==> src/rtl/dsp_shift_pkg.sv <==
package dsp_shift_pkg;
    localparam int DW = 16;   // operand width
    localparam int AW = 6;    // amount width
    localparam int RW = 24;   // accumulator width

    typedef enum logic [1:0] {
        MD_LOGIC = 2'd0,
        MD_ARITH = 2'd1,
        MD_DOUBLE = 2'd2,
        MD_LOGIC2 = 2'd3
    } shift_mode_e;

    typedef enum logic [1:0] {
        SEL_ACC0 = 2'd0,
        SEL_ACC1 = 2'd1,
        SEL_OWN = 2'd2,
        SEL_OWN2 = 2'd3
    } src_sel_e;
endpackage

==> src/rtl/dsp_shift_src_mux.sv <==
module dsp_shift_src_mux #(
    parameter int RW = 24,
    parameter int OW = 16
) (
    input  logic [1:0]    sel,
    input  logic [RW-1:0] acc0,
    input  logic [RW-1:0] acc1,
    input  logic [OW-1:0] own,
    output logic [OW-1:0] out
);
    always_comb begin
        unique case (sel)
            dsp_shift_pkg::SEL_ACC0: out = acc0[OW-1:0];
            dsp_shift_pkg::SEL_ACC1: out = acc1[OW-1:0];
            default:                 out = own;
        endcase
    end
endmodule

==> src/rtl/dsp_shift_core.sv <==
module dsp_shift_core #(
    parameter int DW = 16,
    parameter int AW = 6
) (
    input  logic [DW-1:0] op,
    input  logic [AW-1:0] amt,
    input  logic [1:0]    mode,
    input  logic [DW-1:0] grd_old,
    input  logic [DW-1:0] res_old,
    output logic [DW-1:0] res_nx,
    output logic [DW-1:0] grd_nx,
    output logic          c_nx,
    output logic          v_nx
);
    localparam int FW = 2 * DW;       // full result width
    localparam int WW = 3 * DW;       // overflow probe width

    logic          go_right;
    logic          arith;
    logic [AW-1:0] mag;
    logic [FW-1:0] src_l;
    logic [FW:0]   left_x;
    logic [FW:0]   right_x;
    logic [FW-1:0] res_full;
    logic [WW-1:0] probe;
    logic [DW-1:0] half_res;
    logic [DW-1:0] half_grd;

    always_comb begin
        go_right = amt[AW-1];
        arith    = (mode == dsp_shift_pkg::MD_ARITH);
        mag      = go_right ? AW'(-amt) : amt;
        src_l    = arith ? {{DW{op[DW-1]}}, op} : {{DW{1'b0}}, op};
        left_x   = {1'b0, src_l} << mag;
        if (arith)
            right_x = $unsigned($signed({op, {DW{1'b0}}, 1'b0}) >>> mag);
        else
            right_x = {op, {DW{1'b0}}, 1'b0} >> mag;
        if (go_right) begin
            res_full = right_x[FW:1];
            c_nx     = right_x[0];
            half_res = res_full[FW-1:DW];
            half_grd = res_full[DW-1:0];
        end else begin
            res_full = left_x[FW-1:0];
            c_nx     = left_x[FW];
            half_res = res_full[DW-1:0];
            half_grd = res_full[FW-1:DW];
        end
        probe = {{(WW-DW){op[DW-1]}}, op} << mag;
        v_nx  = arith && !go_right &&
                (probe[WW-1:DW-1] != {(WW-DW+1){probe[DW-1]}});
        if (mode == dsp_shift_pkg::MD_DOUBLE) begin
            res_nx = res_old;
            grd_nx = grd_old | half_res;
        end else begin
            res_nx = half_res;
            grd_nx = half_grd;
        end
    end
endmodule

==> src/rtl/dsp_shift_unit.sv <==
module dsp_shift_unit #(
    parameter int DW = dsp_shift_pkg::DW,
    parameter int AW = dsp_shift_pkg::AW,
    parameter int RW = dsp_shift_pkg::RW
) (
    input  logic          clk,
    input  logic          rst_n,
    input  logic          go,
    input  logic [1:0]    mode,
    input  logic [1:0]    src_sel,
    input  logic [1:0]    amt_sel,
    input  logic [RW-1:0] acc0,
    input  logic [RW-1:0] acc1,
    input  logic [DW-1:0] src_word,
    input  logic [AW-1:0] amt_word,
    output logic [DW-1:0] res_q,
    output logic [DW-1:0] grd_q,
    output logic          flag_c,
    output logic          flag_n,
    output logic          flag_z,
    output logic          flag_vs
);
    logic [DW-1:0] op;
    logic [AW-1:0] amt;
    logic [DW-1:0] res_nx;
    logic [DW-1:0] grd_nx;
    logic          c_nx;
    logic          v_nx;
    logic [DW-1:0] flag_src;
    logic          is_dbl;

    dsp_shift_src_mux #(.RW(RW), .OW(DW)) u_op_mux (
        .sel(src_sel), .acc0(acc0), .acc1(acc1), .own(src_word), .out(op)
    );

    dsp_shift_src_mux #(.RW(RW), .OW(AW)) u_amt_mux (
        .sel(amt_sel), .acc0(acc0), .acc1(acc1), .own(amt_word), .out(amt)
    );

    dsp_shift_core #(.DW(DW), .AW(AW)) u_core (
        .op(op), .amt(amt), .mode(mode), .grd_old(grd_q), .res_old(res_q),
        .res_nx(res_nx), .grd_nx(grd_nx), .c_nx(c_nx), .v_nx(v_nx)
    );

    always_comb begin
        is_dbl   = (mode == dsp_shift_pkg::MD_DOUBLE);
        flag_src = is_dbl ? grd_nx : res_nx;
    end

    always_ff @(posedge clk or negedge rst_n) begin
        if (!rst_n) begin
            res_q   <= '0;
            grd_q   <= '0;
            flag_c  <= 1'b0;
            flag_n  <= 1'b0;
            flag_z  <= 1'b0;
            flag_vs <= 1'b0;
        end else if (go) begin
            res_q   <= res_nx;
            grd_q   <= grd_nx;
            flag_c  <= c_nx;
            flag_n  <= flag_src[DW-1];
            flag_z  <= (flag_src == '0);
            flag_vs <= v_nx;
        end
    end

    // a double pass leaves the result word alone
    a_r8_dbl_keeps_res: assert property (@(posedge clk) disable iff (!rst_n)
        go && is_dbl |=> $stable(res_q));

    // a double pass never clears a guard bit
    a_r8_dbl_accumulates: assert property (@(posedge clk) disable iff (!rst_n)
        go && is_dbl |=> ((grd_q & $past(grd_q)) == $past(grd_q)));

    // overflow only after an arithmetic shift
    a_r9_vs_arith_only: assert property (@(posedge clk) disable iff (!rst_n)
        go && mode != dsp_shift_pkg::MD_ARITH |=> !flag_vs);

    // idle cycles hold all state
    a_r10_hold: assert property (@(posedge clk) disable iff (!rst_n)
        !go |=> $stable(res_q) && $stable(grd_q) && $stable(flag_c) && $stable(flag_vs));

    // zero amount clears carry
    a_r6_zero_amt_carry: assert property (@(posedge clk) disable iff (!rst_n)
        go && amt == '0 |=> !flag_c);

    // zero flag follows the result word for standard shifts
    a_r7_zero_flag: assert property (@(posedge clk) disable iff (!rst_n)
        go && !is_dbl |=> flag_z == (res_q == '0));
endmodule

==> config.mk <==
export PLATFORM = sky130hd
export DESIGN_NAME = dsp_shift_unit
export DESIGN_NICKNAME = d
export VERILOG_FILES = /design/src/rtl/dsp_shift_pkg.sv /design/src/rtl/dsp_shift_src_mux.sv /design/src/rtl/dsp_shift_core.sv /design/src/rtl/dsp_shift_unit.sv
export SDC_FILE = /design/constraint.sdc
export NUM_CORES = 1
export LEC_CHECK = 0
export BUFFER_PORTS_ARGS = -buffer_cell sky130_fd_sc_hd__buf_4
export CAP_MARGIN = 25
export CORE_MARGIN = 1
export CORE_UTILIZATION = 35
export CTS_CLUSTER_DIAMETER = 30
export DETAILED_ROUTE_END_ITERATION = 10
export GPL_ROUTABILITY_DRIVEN = 0
export HOLD_SLACK_MARGIN = 0.02
export REMOVE_ABC_BUFFERS = 1
export SYNTH_ARGS = -nofsm -noshare
export SYNTH_HDL_FRONTEND = slang
export SYNTH_SLANG_ARGS = --single-unit
export TNS_END_PERCENT = 5
==> constraint.sdc <==
create_clock -name clk -period 1.9 [get_ports clk]
set_input_delay 0.285 -clock clk [delete_from_list [all_inputs] [get_ports clk]]
set_output_delay 0.285 -clock clk [all_outputs]
set_load 0.05 [all_outputs]
# After elaboration in Yosys (flattened, before gate mapping)

Cells that the tools add are included.

Mux-type cells: 11
$add $sub $neg: 1
Bitwise operators: 1
Equal/unequal tests: 5
Reductions and logical operators: 6
Shift-type cells: 4

Operators with widths:

| operator             | count |
|---|---|
| $mux W16             | 5 |
| $shl A48 B6 Y48      | 1 |
| $mux W33             | 1 |
| $shl A32 B6 Y33      | 1 |
| $shr A33 B6 Y33      | 1 |
| $sshr A33 B6 Y33     | 1 |
| $mux W32             | 1 |
| $ne A32 B32 Y1       | 1 |
| $pmux W16 S2         | 1 |
| $logic_not A16 Y1    | 1 |
| $or A16 B16 Y16      | 1 |
| $pmux W6 S2          | 1 |
| $eq A2 B1 Y1 const B | 3 |
| $mux W6              | 1 |
| $neg A6 Y6           | 1 |
| $logic_not A2 Y1     | 2 |
| $eq A2 B2 Y1 const B | 1 |
| $logic_and A1 B1 Y1  | 2 |
| $logic_not A1 Y1     | 1 |
| $mux W1              | 1 |

Output and inout bits: 36
Input port bits: 79
Flip-flop bits (word level): 36
Logic and storage cells: 34

# Depth between registers and ports, before layout

Depth in word-level cells: 11
Depth in mapped cells: 21

# By module

From an unflattened synthesis, not the netlist that was laid out.

Cells, all modules: 853
Area, all modules: 6,269.8 sq um

Modules (own cells, without submodules):

| module                        | times used | cells an instance | area an instance (sq um) |
|---|---|---|---|
| dsp_shift_core                | 1          | 686               | 4,352.9 |
| dsp_shift_unit                | 1          | 94                | 1,443.9 |
| dsp_shift_src_mux (u_op_mux)  | 1          | 53                | 344.1 |
| dsp_shift_src_mux (u_amt_mux) | 1          | 20                | 128.9 |

# Worst setup path before layout

OpenSTA, ideal clock, no wires.

Path kind: input to register
Start: input port amt_sel[0]
End: register flag_vs
Arrival: 3.716 ns
Setup slack: -1.948 ns
Path buffers: 4
Cell stages on the path: 18
Path through: buf_6 > mux2i_1 > o21ai_4 > inv_4 > buf_4 > buf_2 > ha_1 > a211oi_2 > xnor2_2 > buf_6 > mux2i_1 > mux2i_2 > nand2_1 > a21o_1 > or4_1 > or4_1 > o22ai_1 > a31oi_1

Cells in the longest elaborated chain, start to end: 7

Ends and longest elaborated chain:

| element                                          | line                    | source |
|---|---|---|
| start, declared                                  | dsp_shift_unit.sv:11    | `input logic [1:0] amt_sel,` |
| $eq A2 B1 Y1 or $logic_not A2 Y1 (tied branches) | dsp_shift_src_mux.sv:12 | `unique case (sel)` |
| $pmux W6 S2 (*)                                  | dsp_shift_src_mux.sv:12 |  |
| $neg A6 Y6                                       | dsp_shift_core.sv:32    | `mag = go_right ? AW'(-amt) : amt;` |
| $mux W6                                          | dsp_shift_core.sv:32    |  |
| $shl A48 B6 Y48                                  | dsp_shift_core.sv:50    | `probe = {{(WW-DW){op[DW-1]}}, op} << mag;` |
| $ne A32 B32 Y1                                   | dsp_shift_core.sv:52    | `(probe[WW-1:DW-1] != {(WW-DW+1){probe[DW-1]}});` |
| $logic_and A1 B1 Y1 (*)                          | dsp_shift_core.sv:51    | `v_nx = arith && !go_right &&` |
| end signal, assigned                             | dsp_shift_unit.sv:64    | `flag_vs <= v_nx;` |
| end, declared                                    | dsp_shift_unit.sv:21    | `output logic flag_vs` |

Mark *: on every way between the ends. The rest lies on a longest branch, timed or not.
A chain may end at the register's enable or synchronous reset.

# Worst setup path in the final report

Ends and elaborated chain as after synthesis.

==> report_table.html <==
<table>
<tr><th>Metric</th><th>Value</th></tr>
<tr><th colspan="2">Worst setup path</th></tr>
<tr><td>Critical path endpoint category</td><td>register</td></tr>
<tr><td>Maximum fanout along the worst path</td><td>8</td></tr>
<tr><td>Critical path class</td><td>primary input to register</td></tr>
<tr><td>Critical Path AT</td><td>3.52 ns</td></tr>
<tr><td>Required time of the critical path</td><td>2.05 ns</td></tr>
<tr><td>Type of origin of the critical path</td><td>primary input</td></tr>
<tr><td>Worst reg2reg startpoint</td><td>grd_q[7]</td></tr>
<tr><td>Launch point of the critical path</td><td>amt_sel[0]</td></tr>
<tr><th colspan="2">Synth</th></tr>
<tr><td>Share of Yosys cell area claimed by the top area cell type</td><td>around 15%</td></tr>
<tr><td>Ranking of synthesized cells by instance count</td><td>104 x sky130_fd_sc_hd__nand2_1, 92 x sky130_fd_sc_hd__mux2i_1, 89 x sky130_fd_sc_hd__a21oi_1</td></tr>
<tr><td>Netlist cell types</td><td>85</td></tr>
<tr><td>Cells after synthesis</td><td>814</td></tr>
<tr><td>Sequential-to-total area share from yosys stat</td><td>around 15%</td></tr>
<tr><td>Most used standard cell by instance count after synthesis</td><td>sky130_fd_sc_hd__nand2_1</td></tr>
<tr><td>Count of flip-flops with a built-in enable after synthesis</td><td>0</td></tr>
<tr><td>Cell area after technology mapping</td><td>0.006007 mm^2</td></tr>
<tr><td>Dominant cell type by area after synthesis</td><td>sky130_fd_sc_hd__mux2i_1</td></tr>
<tr><td>Syn avg cell area</td><td>7.380 um^2</td></tr>
<tr><td>Number of warnings reported in the yosys synthesis log</td><td>0</td></tr>
<tr><td>Post-synth top flop</td><td>sky130_fd_sc_hd__dfrtp_1</td></tr>
<tr><td>Async S/R FF share, synth</td><td>100.0%</td></tr>
<tr><td>Leading post-synthesis cells by cell area</td><td>sky130_fd_sc_hd__mux2i_1 15%, sky130_fd_sc_hd__dfrtp_1 15%, sky130_fd_sc_hd__a21oi_1 7.4%, sky130_fd_sc_hd__nand2_1 6.5%, sky130_fd_sc_hd__mux2_2 5.6%</td></tr>
<tr><td>Number of storage elements in the synthesis netlist</td><td>36</td></tr>
<tr><th colspan="2">Cells and area</th></tr>
<tr><td>Non-Filler Cell Area, Final</td><td>0.009553 mm^2</td></tr>
<tr><td>Area growth from synthesis to layout</td><td>59.03%</td></tr>
<tr><td>Post-route insts no fill</td><td>~1400</td></tr>
<tr><td>Final Net Count</td><td>1224</td></tr>
<tr><td>Layout cell share with drive strength beyond 1</td><td>46.55%</td></tr>
<tr><td>Filler Cells Inserted</td><td>1466</td></tr>
<tr><th colspan="2">Clock network</th></tr>
<tr><td>Root buffer cell</td><td>sky130_fd_sc_hd__clkbuf_16</td></tr>
<tr><td>H-Tree Depth</td><td>2</td></tr>
<tr><td>Total number of clock tree sinks</td><td>36</td></tr>
<tr><td>Maximum root-to-sink buffer count</td><td>2</td></tr>
<tr><td>Number of buffers created by CTS</td><td>5</td></tr>
<tr><td>Clock Latency Late Sink</td><td>about 0.28 ns</td></tr>
<tr><td>Clock edge transition at the registers on the reported setup and hold paths</td><td>0.06 ns</td></tr>
<tr><td>Clock tree from TritonCTS</td><td>yes</td></tr>
<tr><th colspan="2">Global route</th></tr>
<tr><td>Antenna violations before repair</td><td>0</td></tr>
<tr><td>GRT Residual Overflow</td><td>0</td></tr>
<tr><td>Gr usage total</td><td>31.59%</td></tr>
<tr><td>Largest net degree at the start of global routing</td><td>37</td></tr>
<tr><td>Number of global-route vias before repair</td><td>8006</td></tr>
<tr><td>Wire length of the first global-routing pass</td><td>44020 um</td></tr>
<tr><th colspan="2">Job</th></tr>
<tr><td>Max-cap viol count</td><td>0</td></tr>
<tr><th colspan="2">STA</th></tr>
<tr><td>Pins over their slew limit</td><td>0</td></tr>
<tr><td>Fin crit share</td><td>177.2%</td></tr>
<tr><td>Largest clock skew in the final design</td><td>between 0.0015 and 0.002 ns</td></tr>
<tr><td>Max Clock Freq</td><td>approximately 300 MHz</td></tr>
<tr><td>Final hold violation count</td><td>0</td></tr>
<tr><td>Worst-case headroom to the max-slew limit</td><td>~56%</td></tr>
<tr><td>Setup repair after global routing missed its margin</td><td>true</td></tr>
<tr><td>Worst Tran Pin Value</td><td>between 0.6 and 0.7 ns</td></tr>
<tr><td>Smallest hold slack</td><td>0.3714 ns</td></tr>
<tr><td>PnR worst setup slack</td><td>-1.466 ns</td></tr>
<tr><td>Number of setup violations in the final report</td><td>36</td></tr>
<tr><td>Clock period minus worst slack</td><td>3.366 ns</td></tr>
<tr><th colspan="2">Detailed routing</th></tr>
<tr><td>Mean number of vias per cell</td><td>~6</td></tr>
<tr><td>Antenna-violating nets left</td><td>0</td></tr>
<tr><td># DRC</td><td>0</td></tr>
<tr><td>Highest metal layer used by the detailed router</td><td>met4</td></tr>
<tr><td>Routed vias</td><td>8254</td></tr>
<tr><td>WL per Instance</td><td>20.87 um</td></tr>
<tr><td>Drt first pass iters</td><td>7</td></tr>
<tr><td>Length of routed met2 wiring</td><td>12790 um</td></tr>
<tr><td>Routed metal-1 wire length</td><td>11400 um</td></tr>
<tr><td>Met3 wirelength from detailed routing</td><td>approximately 3000 um</td></tr>
<tr><td>Detailed-route wire length</td><td>28510 um</td></tr>
<tr><td>First DRT Iteration DRCs</td><td>1057</td></tr>
<tr><th colspan="2">Die</th></tr>
<tr><td>Total number of placement rows</td><td>47</td></tr>
<tr><td>Number of top-level pins</td><td>115</td></tr>
<tr><td>Y dimension of the die</td><td>133.0 um</td></tr>
<tr><td>Die area</td><td>~0.018 mm^2</td></tr>
<tr><td>Placeable Area</td><td>0.01664 mm^2</td></tr>
<tr><td>Starting utilization of the core area</td><td>roughly 36%</td></tr>
<tr><td>Die W</td><td>between 100 and 150 um</td></tr>
<tr><th colspan="2">Placed design</th></tr>
<tr><td>Placed Instances</td><td>roughly 1300</td></tr>
<tr><td>Instance area after placement</td><td>0.008881 mm^2</td></tr>
<tr><td>Input/output buffers</td><td>98</td></tr>
<tr><td>Half-perimeter wire length after detailed placement</td><td>22010 um</td></tr>
<tr><th colspan="2">Power</th></tr>
<tr><td>PD cells</td><td>roughly 930 mW/mm^2</td></tr>
<tr><td>Total Power Consumption</td><td>8.882 mW</td></tr>
<tr><td>IR drop worst, VDD</td><td>0.0004635 V</td></tr>
<tr><td>Static Leak</td><td>between 4 and 5 nW</td></tr>
<tr><th colspan="2">Outcome</th></tr>
<tr><td>Run status</td><td>complete, but fails checks</td></tr>
<tr><td>Violated checks</td><td>setup timing</td></tr>
<tr><th colspan="2">Worst hold path</th></tr>
<tr><td>Min-Delay Startpoint</td><td>go</td></tr>
<tr><td>Min-Delay Path Class</td><td>primary input to register</td></tr>
</table>
-- layer usage --
| metal | up-vias | GRT usage, % |
|---|---|---|
| met3 | 125 | 6.552 |
| li1 | 3718 | - |
| met5 | - | 0 |
| met1 | 3846 | 41.35 |
| met4 | 0 | 13.28 |
| met2 | 565 | 50.23 |
-- layout make-up --
class	instances	area [um^2]	area share, %
Tap cell	220	275.3	2.881
Clock inverter	3	42.54	0.4453
Clock buffer	5	125.1	1.310
Multi-Input combinational cell	702	5085	53.23
Inverter	4	18.77	0.1965
Sequential cell	36	900.9	9.430
Timing Repair Buffer	395	3103	32.48
Antenna cell	1	2.502	0.02620
-- cell families (layout without fill, tap and decap cells) --
family	Yosys count	count (layout)	synth area share, %
buf+inv	76	407	7.311
mux	133	133	23.97
other cells	0	1	0
xor+xnor	7	7	1.833
fa+ha+maj	1	1	0.2083
flops	36	36	15.00
simple gates	274	274	20.93
compound gates	287	287	30.74
-- stage by stage --
stage	TNS (ns)	setup slack [ns]	util, %
after floorplan	-91.57	-3.226	-
after global placement	-51.19	-1.743	53.36
after detailed placement	-52.88	-1.805	53.36
after CTS	-38.69	-1.385	56.21
after global routing	-44.30	-1.470	57.39
final	-41.47	-1.466	57.40
-- path summary, 6_finish.rpt --
kind	end	slack [ns]	depth (start not counted)
worst max-delay path	flag_vs	-1.47	17
worst max register to register	flag_z	0.14	7
worst min-delay path	flag_n	0.37	2
worst min register to register	res_q[4]	0.48	2
min in group asynchronous	res_q[12]	0.53	2
max in group asynchronous	grd_q[7]	1.04	2
-- flip-flops by register name, summed over array words and instances, names as in the netlist --
register	flops
grd_q	16
res_q	16
flag_c	1
flag_n	1
flag_vs	1
flag_z	1
-- power by group --
part / internal (mW) / total, mW / switching (mW)
Combinational: 2.97 / 6.84 / 3.86
Sequential: 0.945 / 1.09 / 0.146
Clock: 0.617 / 0.954 / 0.338
-- cells in the final DEF (no fill, tap or decap), types with 12 or more instances in the layout --
cell,count
sky130_fd_sc_hd__a31oi_1,14
sky130_fd_sc_hd__mux2_2,26
sky130_fd_sc_hd__o21ai_0,54
sky130_fd_sc_hd__nor3_1,21
sky130_fd_sc_hd__mux2i_2,18
sky130_fd_sc_hd__o21ai_1,12
sky130_fd_sc_hd__nor2_1,78
sky130_fd_sc_hd__nand3_1,15
sky130_fd_sc_hd__o211ai_1,13
sky130_fd_sc_hd__dfrtp_1,36
sky130_fd_sc_hd__buf_4,379
sky130_fd_sc_hd__a211oi_1,14
sky130_fd_sc_hd__mux2i_1,75
sky130_fd_sc_hd__a21oi_1,84
sky130_fd_sc_hd__nand2_1,102
-- critical path, cell delays in order --
cell and delay [ns]:
sky130_fd_sc_hd__buf_4 0.10, sky130_fd_sc_hd__mux2_2 0.35, sky130_fd_sc_hd__mux2i_4 0.20, sky130_fd_sc_hd__ha_4 0.19, sky130_fd_sc_hd__a211oi_4 0.04, sky130_fd_sc_hd__buf_4 0.16, sky130_fd_sc_hd__xnor2_4 0.14, sky130_fd_sc_hd__buf_12 0.14
sky130_fd_sc_hd__buf_6 0.13, sky130_fd_sc_hd__mux2i_4 0.18, sky130_fd_sc_hd__mux2i_2 0.41, sky130_fd_sc_hd__a21oi_4 0.17, sky130_fd_sc_hd__a21oi_2 0.21, sky130_fd_sc_hd__nand2_1 0.08, sky130_fd_sc_hd__or4_4 0.48, sky130_fd_sc_hd__o22ai_2 0.13
sky130_fd_sc_hd__a31oi_1 0.10
-- repair_timing --
item                       CTS  global route
setup endpoints to repair   36            36
buffers inserted             5             7
hold buffers                 1             0
hold endpoints to repair    36             0
resized for setup           50            35
pin swaps                   10             9
No activity file was read; power rests on OpenSTA's default activity.
